### src/rtl/sdbr_pkg.sv
// Shared types for the asynchronous-SRAM to SDRAM bridge.
// Assumes a single-data-rate SDRAM with {cs_n,ras_n,cas_n,we_n} commands.
package sdbr_pkg;

    typedef enum logic [3:0] {
        CMD_NOP = 4'b0111,
        CMD_ACT = 4'b0011,
        CMD_RD  = 4'b0101,
        CMD_WR  = 4'b0100
    } sd_cmd_e;

    typedef enum logic [2:0] {
        ST_IDLE,
        ST_OWNED,
        ST_ACT,
        ST_RCD,
        ST_CMD,
        ST_LAT,
        ST_TAIL
    } seq_state_e;

endpackage

### src/rtl/strobe_sync.sv
// Two-flop synchroniser bank for asynchronous strobe inputs.
// Assumes strobes are idle at RST_VAL; each bit is synchronised on its own.
module strobe_sync #(
    parameter int  W       = 3,
    parameter bit  RST_VAL = 1'b1
) (
    input  logic         clk,
    input  logic         rst_n,
    input  logic [W-1:0] async_in,
    output logic [W-1:0] sync_out
);

    generate
        for (genvar i = 0; i < W; i++) begin : g_bit
            logic meta_q;
            logic stab_q;

            // Two register stages per strobe to settle metastability.
            always_ff @(posedge clk) begin
                if (!rst_n) begin
                    meta_q <= RST_VAL;
                    stab_q <= RST_VAL;
                end else begin
                    meta_q <= async_in[i];
                    stab_q <= meta_q;
                end
            end

            assign sync_out[i] = stab_q;
        end
    endgenerate

endmodule

### src/rtl/addr_split.sv
// Splits a flat word address into SDRAM row, bank and column fields.
// Layout: column in the low bits, then bank, then row in the high bits.
module addr_split #(
    parameter int ROWW = 12,
    parameter int BAW  = 2,
    parameter int COLW = 8,
    localparam int AW  = ROWW + BAW + COLW
) (
    input  logic [AW-1:0]   flat_addr,
    output logic [ROWW-1:0] row,
    output logic [BAW-1:0]  bank,
    output logic [COLW-1:0] col
);

    // Pure field extraction; no state.
    always_comb begin
        col  = flat_addr[COLW-1:0];
        bank = flat_addr[COLW +: BAW];
        row  = flat_addr[COLW+BAW +: ROWW];
    end

endmodule

### src/rtl/access_seq.sv
// Single-word SDRAM access sequencer with capture-writer arbitration.
// Runs ACTIVATE, READ/WRITE with auto-precharge and a recovery gap for each
// processor request, and holds ready until the request is withdrawn.
// Assumes request fields are stable while acc_req is high and that the
// capture writer asks with a request synchronous to clk.
module access_seq
    import sdbr_pkg::*;
#(
    parameter int DW     = 16,
    parameter int ROWW   = 12,
    parameter int BAW    = 2,
    parameter int COLW   = 8,
    parameter int AP_BIT = 10,
    parameter int T_RCD  = 2,
    parameter int CL     = 2,
    parameter int T_TAIL = 3
) (
    input  logic            clk,
    input  logic            rst_n,
    input  logic            acc_req,
    input  logic            acc_wr,
    input  logic [ROWW-1:0] req_row,
    input  logic [BAW-1:0]  req_bank,
    input  logic [COLW-1:0] req_col,
    input  logic [DW-1:0]   req_wdata,
    input  logic            cap_req,
    output logic            cap_gnt,
    output logic [DW-1:0]   rdata,
    output logic            ready,
    output logic [3:0]      sd_cmd,
    output logic [BAW-1:0]  sd_ba,
    output logic [ROWW-1:0] sd_addr,
    output logic [DW-1:0]   sd_dq_out,
    output logic            sd_dq_oe,
    input  logic [DW-1:0]   sd_dq_in
);

    localparam int CNT_MAX  = (T_RCD > CL) ? ((T_RCD > T_TAIL) ? T_RCD : T_TAIL)
                                           : ((CL > T_TAIL) ? CL : T_TAIL);
    localparam int CW       = $clog2(CNT_MAX + 1);
    localparam int RCD_LOAD = (T_RCD > 1) ? T_RCD - 2 : 0;

    seq_state_e        state_q;
    logic [CW-1:0]     cnt_q;
    logic [ROWW-1:0]   row_q;
    logic [BAW-1:0]    bank_q;
    logic [COLW-1:0]   col_q;
    logic [DW-1:0]     wd_q;
    logic              wr_q;
    logic              served_q;
    logic              tail_end;

    assign tail_end = (state_q == ST_TAIL) && (cnt_q == '0);

    // Sequencer state and wait counter.
    always_ff @(posedge clk) begin
        if (!rst_n) begin
            state_q <= ST_IDLE;
            cnt_q   <= '0;
        end else begin
            unique case (state_q)
                ST_IDLE: begin
                    if (cap_req) begin
                        state_q <= ST_OWNED;
                    end else if (acc_req && !served_q) begin
                        state_q <= ST_ACT;
                    end
                end
                ST_OWNED: begin
                    if (!cap_req) state_q <= ST_IDLE;
                end
                ST_ACT: begin
                    if (T_RCD > 1) begin
                        state_q <= ST_RCD;
                        cnt_q   <= CW'(RCD_LOAD);
                    end else begin
                        state_q <= ST_CMD;
                    end
                end
                ST_RCD: begin
                    if (cnt_q == '0) state_q <= ST_CMD;
                    else             cnt_q   <= cnt_q - 1'b1;
                end
                ST_CMD: begin
                    if (wr_q) begin
                        state_q <= ST_TAIL;
                        cnt_q   <= CW'(T_TAIL - 1);
                    end else begin
                        state_q <= ST_LAT;
                        cnt_q   <= CW'(CL - 1);
                    end
                end
                ST_LAT: begin
                    if (cnt_q == '0) begin
                        state_q <= ST_TAIL;
                        cnt_q   <= CW'(T_TAIL - 1);
                    end else begin
                        cnt_q <= cnt_q - 1'b1;
                    end
                end
                ST_TAIL: begin
                    if (cnt_q == '0) state_q <= ST_IDLE;
                    else             cnt_q   <= cnt_q - 1'b1;
                end
                default: state_q <= ST_IDLE;
            endcase
        end
    end

    // Latch the request fields when an access is accepted.
    always_ff @(posedge clk) begin
        if (!rst_n) begin
            row_q  <= '0;
            bank_q <= '0;
            col_q  <= '0;
            wd_q   <= '0;
            wr_q   <= 1'b0;
        end else if (state_q == ST_IDLE && !cap_req && acc_req && !served_q) begin
            row_q  <= req_row;
            bank_q <= req_bank;
            col_q  <= req_col;
            wd_q   <= req_wdata;
            wr_q   <= acc_wr;
        end
    end

    // Capture read data CL edges after the READ edge.
    always_ff @(posedge clk) begin
        if (!rst_n) begin
            rdata <= '0;
        end else if (state_q == ST_LAT && cnt_q == '0) begin
            rdata <= sd_dq_in;
        end
    end

    // Completion flag: set at the end of recovery, cleared on release.
    always_ff @(posedge clk) begin
        if (!rst_n)        served_q <= 1'b0;
        else if (!acc_req) served_q <= 1'b0;
        else if (tail_end) served_q <= 1'b1;
    end

    assign ready   = served_q;
    assign cap_gnt = (state_q == ST_OWNED);

    // Command, address and data-bus drive per state.
    always_comb begin
        sd_cmd    = CMD_NOP;
        sd_ba     = bank_q;
        sd_addr   = '0;
        sd_dq_out = wd_q;
        sd_dq_oe  = 1'b0;
        unique case (state_q)
            ST_ACT: begin
                sd_cmd  = CMD_ACT;
                sd_addr = row_q;
            end
            ST_CMD: begin
                sd_cmd                = wr_q ? CMD_WR : CMD_RD;
                sd_addr[COLW-1:0]     = col_q;
                sd_addr[AP_BIT]       = 1'b1;
                sd_dq_oe              = wr_q;
            end
            default: ;
        endcase
    end

    // Checker-side counter of cycles since the last ACTIVATE.
    localparam int SW     = $clog2(T_RCD + 2);
    localparam int SA_MAX = T_RCD + 1;
    logic [SW-1:0] since_act_q;
    always_ff @(posedge clk) begin
        if (!rst_n)                       since_act_q <= SW'(SA_MAX);
        else if (sd_cmd == CMD_ACT)       since_act_q <= SW'(1);
        else if (since_act_q != SW'(SA_MAX)) since_act_q <= since_act_q + 1'b1;
    end

    p_idle_cmd_after_reset_r1: assert property (@(posedge clk)
        $rose(rst_n) |-> (sd_cmd == CMD_NOP) && !ready && !cap_gnt);

    p_ap_set_r4: assert property (@(posedge clk) disable iff (!rst_n)
        (sd_cmd == CMD_RD || sd_cmd == CMD_WR) |-> sd_addr[AP_BIT]);

    p_rcd_gap_r5: assert property (@(posedge clk) disable iff (!rst_n)
        (sd_cmd == CMD_RD || sd_cmd == CMD_WR) |-> since_act_q == SW'(T_RCD));

    p_oe_only_write_r6: assert property (@(posedge clk) disable iff (!rst_n)
        sd_dq_oe |-> sd_cmd == CMD_WR);

    p_ready_drop_r8: assert property (@(posedge clk) disable iff (!rst_n)
        (ready && !acc_req) |=> !ready);

    p_silent_when_granted_r9: assert property (@(posedge clk) disable iff (!rst_n)
        cap_gnt |-> sd_cmd == CMD_NOP);

    p_gnt_follows_req_r9: assert property (@(posedge clk) disable iff (!rst_n)
        $rose(cap_gnt) |-> $past(cap_req));

    p_no_retrigger_r11: assert property (@(posedge clk) disable iff (!rst_n)
        ready |-> sd_cmd != CMD_ACT);

endmodule

### src/rtl/asram_sdram_bridge.sv
// Top level: asynchronous SRAM-style slave port mapped onto SDRAM.
// Synchronises the strobes, splits the address and hands one request at a
// time to the sequencer, which also arbitrates against the capture writer.
// Assumes address and write data stay stable while the strobes are active.
module asram_sdram_bridge #(
    parameter int DW     = 16,
    parameter int ROWW   = 12,
    parameter int BAW    = 2,
    parameter int COLW   = 8,
    parameter int AP_BIT = 10,
    parameter int T_RCD  = 2,
    parameter int CL     = 2,
    parameter int T_TAIL = 3,
    localparam int AW    = ROWW + BAW + COLW
) (
    input  logic            clk,
    input  logic            rst_n,
    input  logic            cpu_cs_n,
    input  logic            cpu_oe_n,
    input  logic            cpu_we_n,
    input  logic [AW-1:0]   cpu_addr,
    input  logic [DW-1:0]   cpu_wdata,
    output logic [DW-1:0]   cpu_rdata,
    output logic            cpu_ready,
    input  logic            cap_req,
    output logic            cap_gnt,
    output logic [3:0]      sd_cmd,
    output logic [BAW-1:0]  sd_ba,
    output logic [ROWW-1:0] sd_addr,
    output logic [DW-1:0]   sd_dq_out,
    output logic            sd_dq_oe,
    input  logic [DW-1:0]   sd_dq_in
);

    logic [2:0]      strobes_s;
    logic            cs_s, oe_s, we_s;
    logic            acc_req, acc_wr;
    logic [ROWW-1:0] map_row;
    logic [BAW-1:0]  map_bank;
    logic [COLW-1:0] map_col;

    strobe_sync #(.W(3), .RST_VAL(1'b1)) u_sync (
        .clk      (clk),
        .rst_n    (rst_n),
        .async_in ({cpu_cs_n, cpu_oe_n, cpu_we_n}),
        .sync_out (strobes_s)
    );

    assign {cs_s, oe_s, we_s} = strobes_s;

    // An access is pending when selected and either strobe is active; write wins.
    always_comb begin
        acc_req = !cs_s && (!oe_s || !we_s);
        acc_wr  = !we_s;
    end

    addr_split #(.ROWW(ROWW), .BAW(BAW), .COLW(COLW)) u_map (
        .flat_addr (cpu_addr),
        .row       (map_row),
        .bank      (map_bank),
        .col       (map_col)
    );

    access_seq #(
        .DW(DW), .ROWW(ROWW), .BAW(BAW), .COLW(COLW), .AP_BIT(AP_BIT),
        .T_RCD(T_RCD), .CL(CL), .T_TAIL(T_TAIL)
    ) u_seq (
        .clk       (clk),
        .rst_n     (rst_n),
        .acc_req   (acc_req),
        .acc_wr    (acc_wr),
        .req_row   (map_row),
        .req_bank  (map_bank),
        .req_col   (map_col),
        .req_wdata (cpu_wdata),
        .cap_req   (cap_req),
        .cap_gnt   (cap_gnt),
        .rdata     (cpu_rdata),
        .ready     (cpu_ready),
        .sd_cmd    (sd_cmd),
        .sd_ba     (sd_ba),
        .sd_addr   (sd_addr),
        .sd_dq_out (sd_dq_out),
        .sd_dq_oe  (sd_dq_oe),
        .sd_dq_in  (sd_dq_in)
    );

endmodule

### config.mk
export PLATFORM = sky130hd
export DESIGN_NAME = asram_sdram_bridge
export DESIGN_NICKNAME = d
export VERILOG_FILES = /design/src/rtl/sdbr_pkg.sv /design/src/rtl/strobe_sync.sv /design/src/rtl/addr_split.sv /design/src/rtl/access_seq.sv /design/src/rtl/asram_sdram_bridge.sv
export SDC_FILE = /design/constraint.sdc
export NUM_CORES = 1
export LEC_CHECK = 0
export ABC_AREA = 1
export BUFFER_PORTS_ARGS = -buffer_cell sky130_fd_sc_hd__buf_2
export CORE_ASPECT_RATIO = 2
export CORE_MARGIN = 1.5
export CORE_UTILIZATION = 45
export CTS_BUF_LIST = sky130_fd_sc_hd__clkbuf_16
export DETAILED_ROUTE_END_ITERATION = 8
export PLACE_DENSITY = 0.75
export REMOVE_ABC_BUFFERS = 1
export SLEW_MARGIN = 20
export SYNTH_ARGS = -nofsm -noshare
export SYNTH_HDL_FRONTEND = slang
export SYNTH_SLANG_ARGS = --single-unit
export TNS_END_PERCENT = 1
### constraint.sdc
create_clock -name clk -period 2.3 [get_ports clk]
set_input_delay 0.345 -clock clk [delete_from_list [all_inputs] [get_ports clk]]
set_output_delay 0.345 -clock clk [all_outputs]
set_load 0.05 [all_outputs]
==> impl_metrics.yaml <==
status:
  status: "finished clean"
detailed_routing:
  detail-route-antenna-nets: 0
  wl_per_cell_um: 13.0
  routed_wirelength_mm: 6.84
  vias: 2687
  drc: 0
  drtIter0Drc: 115
  via_per_inst: 5.10
  firstDrtPassIters: 5
logic_synthesis:
  yosys.area.top_type: "dfxtp_1"
  synth-edff-count: 0
  async_reset_ff_frac: 0
  ys_types: 24
  yosys.cell_count.top_type: "nor2_1"
  synth-seq-area-share: 0.487
  ys.flop_type: "dfxtp_1"
  synthCells: 357
  synth.top_cell.area_share: 0.487
  synthTopCellsByArea: "dfxtp_1 49%, nor2_1 9.8%, o21ai_0 7.6%"
  synth_common_cells: "72 x nor2_1, 67 x dfxtp_1, 42 x o21ai_0, 41 x nand2_1, 27 x nand3_1"
  avgSynthCellArea_um2: 7.72
  ys_warn_count: 0
  ys_seq_elements: 67
  syn_area_mm2: 0.00276
layout:
  nNetsFinal: 522
  diodes: 0
  design_area_mm2: 0.00353
  final.fill_count: 559
  syn2layout_area_growth_pct: 28.2
  drive_gt1_frac: 0.349
  fin_util: 0.593
  fin_cells: 527
clocking:
  cts_buffer_depth: 2
  clk_latency_ns: 0.33
  cts-root-buf: "clkbuf_16"
  cts.sinks: 67
  ctsHoldBuffers: 0
  cts_made_buffers: 9
  postCtsSetupBuffers: 0
  path_clk_slew_ns: 0.05
  cts_resized: 0
  cts_tree: "built"
  cts_max_level: 3
floorplanning:
  die_w_um: 58.3
  dieArea_mm2: 0.00663
  coreArea_mm2: 0.00596
  io_pins: 113
  start_util: 0.463
  die_h_um: 114
  rows: 40
power:
  power_frac_comb: 0.286
  power_frac_clock: 0.338
  cellPowerDensity_mw_per_mm2: 973
  sw_frac_of_total: 0.356
  p_int_uw: 2220
  power_frac_seq: 0.376
  ir_drop_v: 0.000567
  leakagePower_uw: 0.00175
  p_switching_uw: 1220
timing:
  max_freq_ghz: 0.471
  rsz0062_at_grt: "no"
  setup_viol: 0
  drv_slew: 0
  slew_headroom: 0.446
  fin_worst_skew_ns: 0.00482
  tightest_slew_ns: 0.830
  fin_crit_ns: 2.12
  finalHoldViolations: 0
  setup_tns_ns: 0
  fin_crit_sh: 0.923
grt:
  grt_max_degree: 41
  antenna_found_initial: 0
  gr-usage-all-layers: 0.212
  grt_overflow: 0
  grt_pass1_vias: 2557
  grt_first_pass_wirelength_mm: 10.8
hold_path:
  hold_class: "in -> reg"
place:
  io_buffers: 111
  hpwlAfterDp_mm: 4.94
  placedCellCount: 512
  placedInstanceArea_mm2: 0.00328
  place_congestion: 0.806
worst_setup_path:
  worstPathCellList: "nand2_1 -> nor2_2 -> a32o_1 -> buf_2"
  slowest_delay_ns: 0.47
  slowest_stage: "dfxtp_1"
  critPathKind: "reg -> out"
  cp_max_fo: 9
  required_ns: 1.96
  cp.buffers_inverters: 1
  crit_family: "simple AND/OR/NAND/NOR gates"
  crit_arrival_ns: 1.78
  cp-start-kind: "register"
  end_kind: "output port"
flow_run:
  maxCapViolCount: 0
[layout by cell type (no fill, tap or decap), types with 2 or more instances in the layout]
cell       count
nand2_2        2
dfxtp_1       67
buf_2        111
inv_1         15
inv_2          5
clkinv_2       2
o21ai_0       42
nand3_1       27
nor2_2        21
a21oi_1       21
nand2_1       41
ha_1           2
clkbuf_16      9
buf_4          5
nor2_1        72
clkinv_1       3
or2_2          6
a32o_1         8
[logic make-up after synthesis]
family | count (synthesis) | share of synthesized area
other cells | 1 | 0.00136
fa+ha+maj | 2 | 0.00908
compound gates | 71 | 0.144
flops | 67 | 0.487
buf+inv | 43 | 0.0781
simple gates | 173 | 0.281
[metal layers]
metal / part of all wire / global-route usage
met5: 0 / 0
met4: 0.026 / 0.109
met3: 0.054 / 0.0635
met2: 0.54 / 0.387
met1: 0.38 / 0.204
[flip-flops by register name, indices dropped and copies added (netlist names)]
signal	flops
u_seq.row_q	12
u_sync.g_bit.meta_q	3
u_seq.state_q	3
u_seq.cnt_q	2
u_seq.wr_q	1
u_seq.sd_dq_out	16
u_sync.g_bit.stab_q	3
u_seq.rdata	16
u_seq.col_q	8
u_seq.ready	1
u_seq.sd_ba	2
[area by class of cell]
class	instances	area, um^2	share of cell area
clock buffer	9	225	0.0637
clock inverter	6	25.0	0.00708
inverter	19	71.3	0.0202
multi-input combinational	247	1200	0.339
sequential	67	1340	0.380
tap	63	78.8	0.0223
timing repair buffer	116	593	0.168
[power by group through the flow]
stage / combinational [uW] / clock, uW / sequential, uW
2_1_floorplan: 586 / 0 / 1400
3_3_place_gp: 959 / 0 / 1310
5_1_grt: 1080 / 1220 / 1300
4_1_cts: 986 / 1180 / 1290
6_report: 985 / 1160 / 1290
3_5_place_dp: 977 / 0 / 1310
[path summary, 6_finish.rpt]
kind | startpoint | to | slack [ns] | cells after the start
min | cpu_cs_n | u_sync.g_bit[2].meta_q | 0.20 | 2
max | u_seq.state_q[2] | sd_addr[2] | 0.18 | 4
min reg2reg | u_sync.g_bit[0].meta_q | u_sync.g_bit[0].stab_q | 0.41 | 1
max reg2reg | u_seq.state_q[2] | u_seq.row_q[0] | 0.67 | 6
[through the flow]
| step | hold WS (ns) | setup WS (ns) | total power, uW |
|---|---|---|---|
| floorplan | 0.393 | -0.405 | 1990 |
| global placement | 0.394 | 0.575 | 2270 |
| detailed placement | 0.398 | 0.549 | 2290 |
| CTS | 0.196 | 0.189 | 3460 |
| global route | 0.212 | 0.122 | 3600 |
| finish | 0.203 | 0.178 | 3440 |
Note: power is estimated with default switching activity, not from simulation.
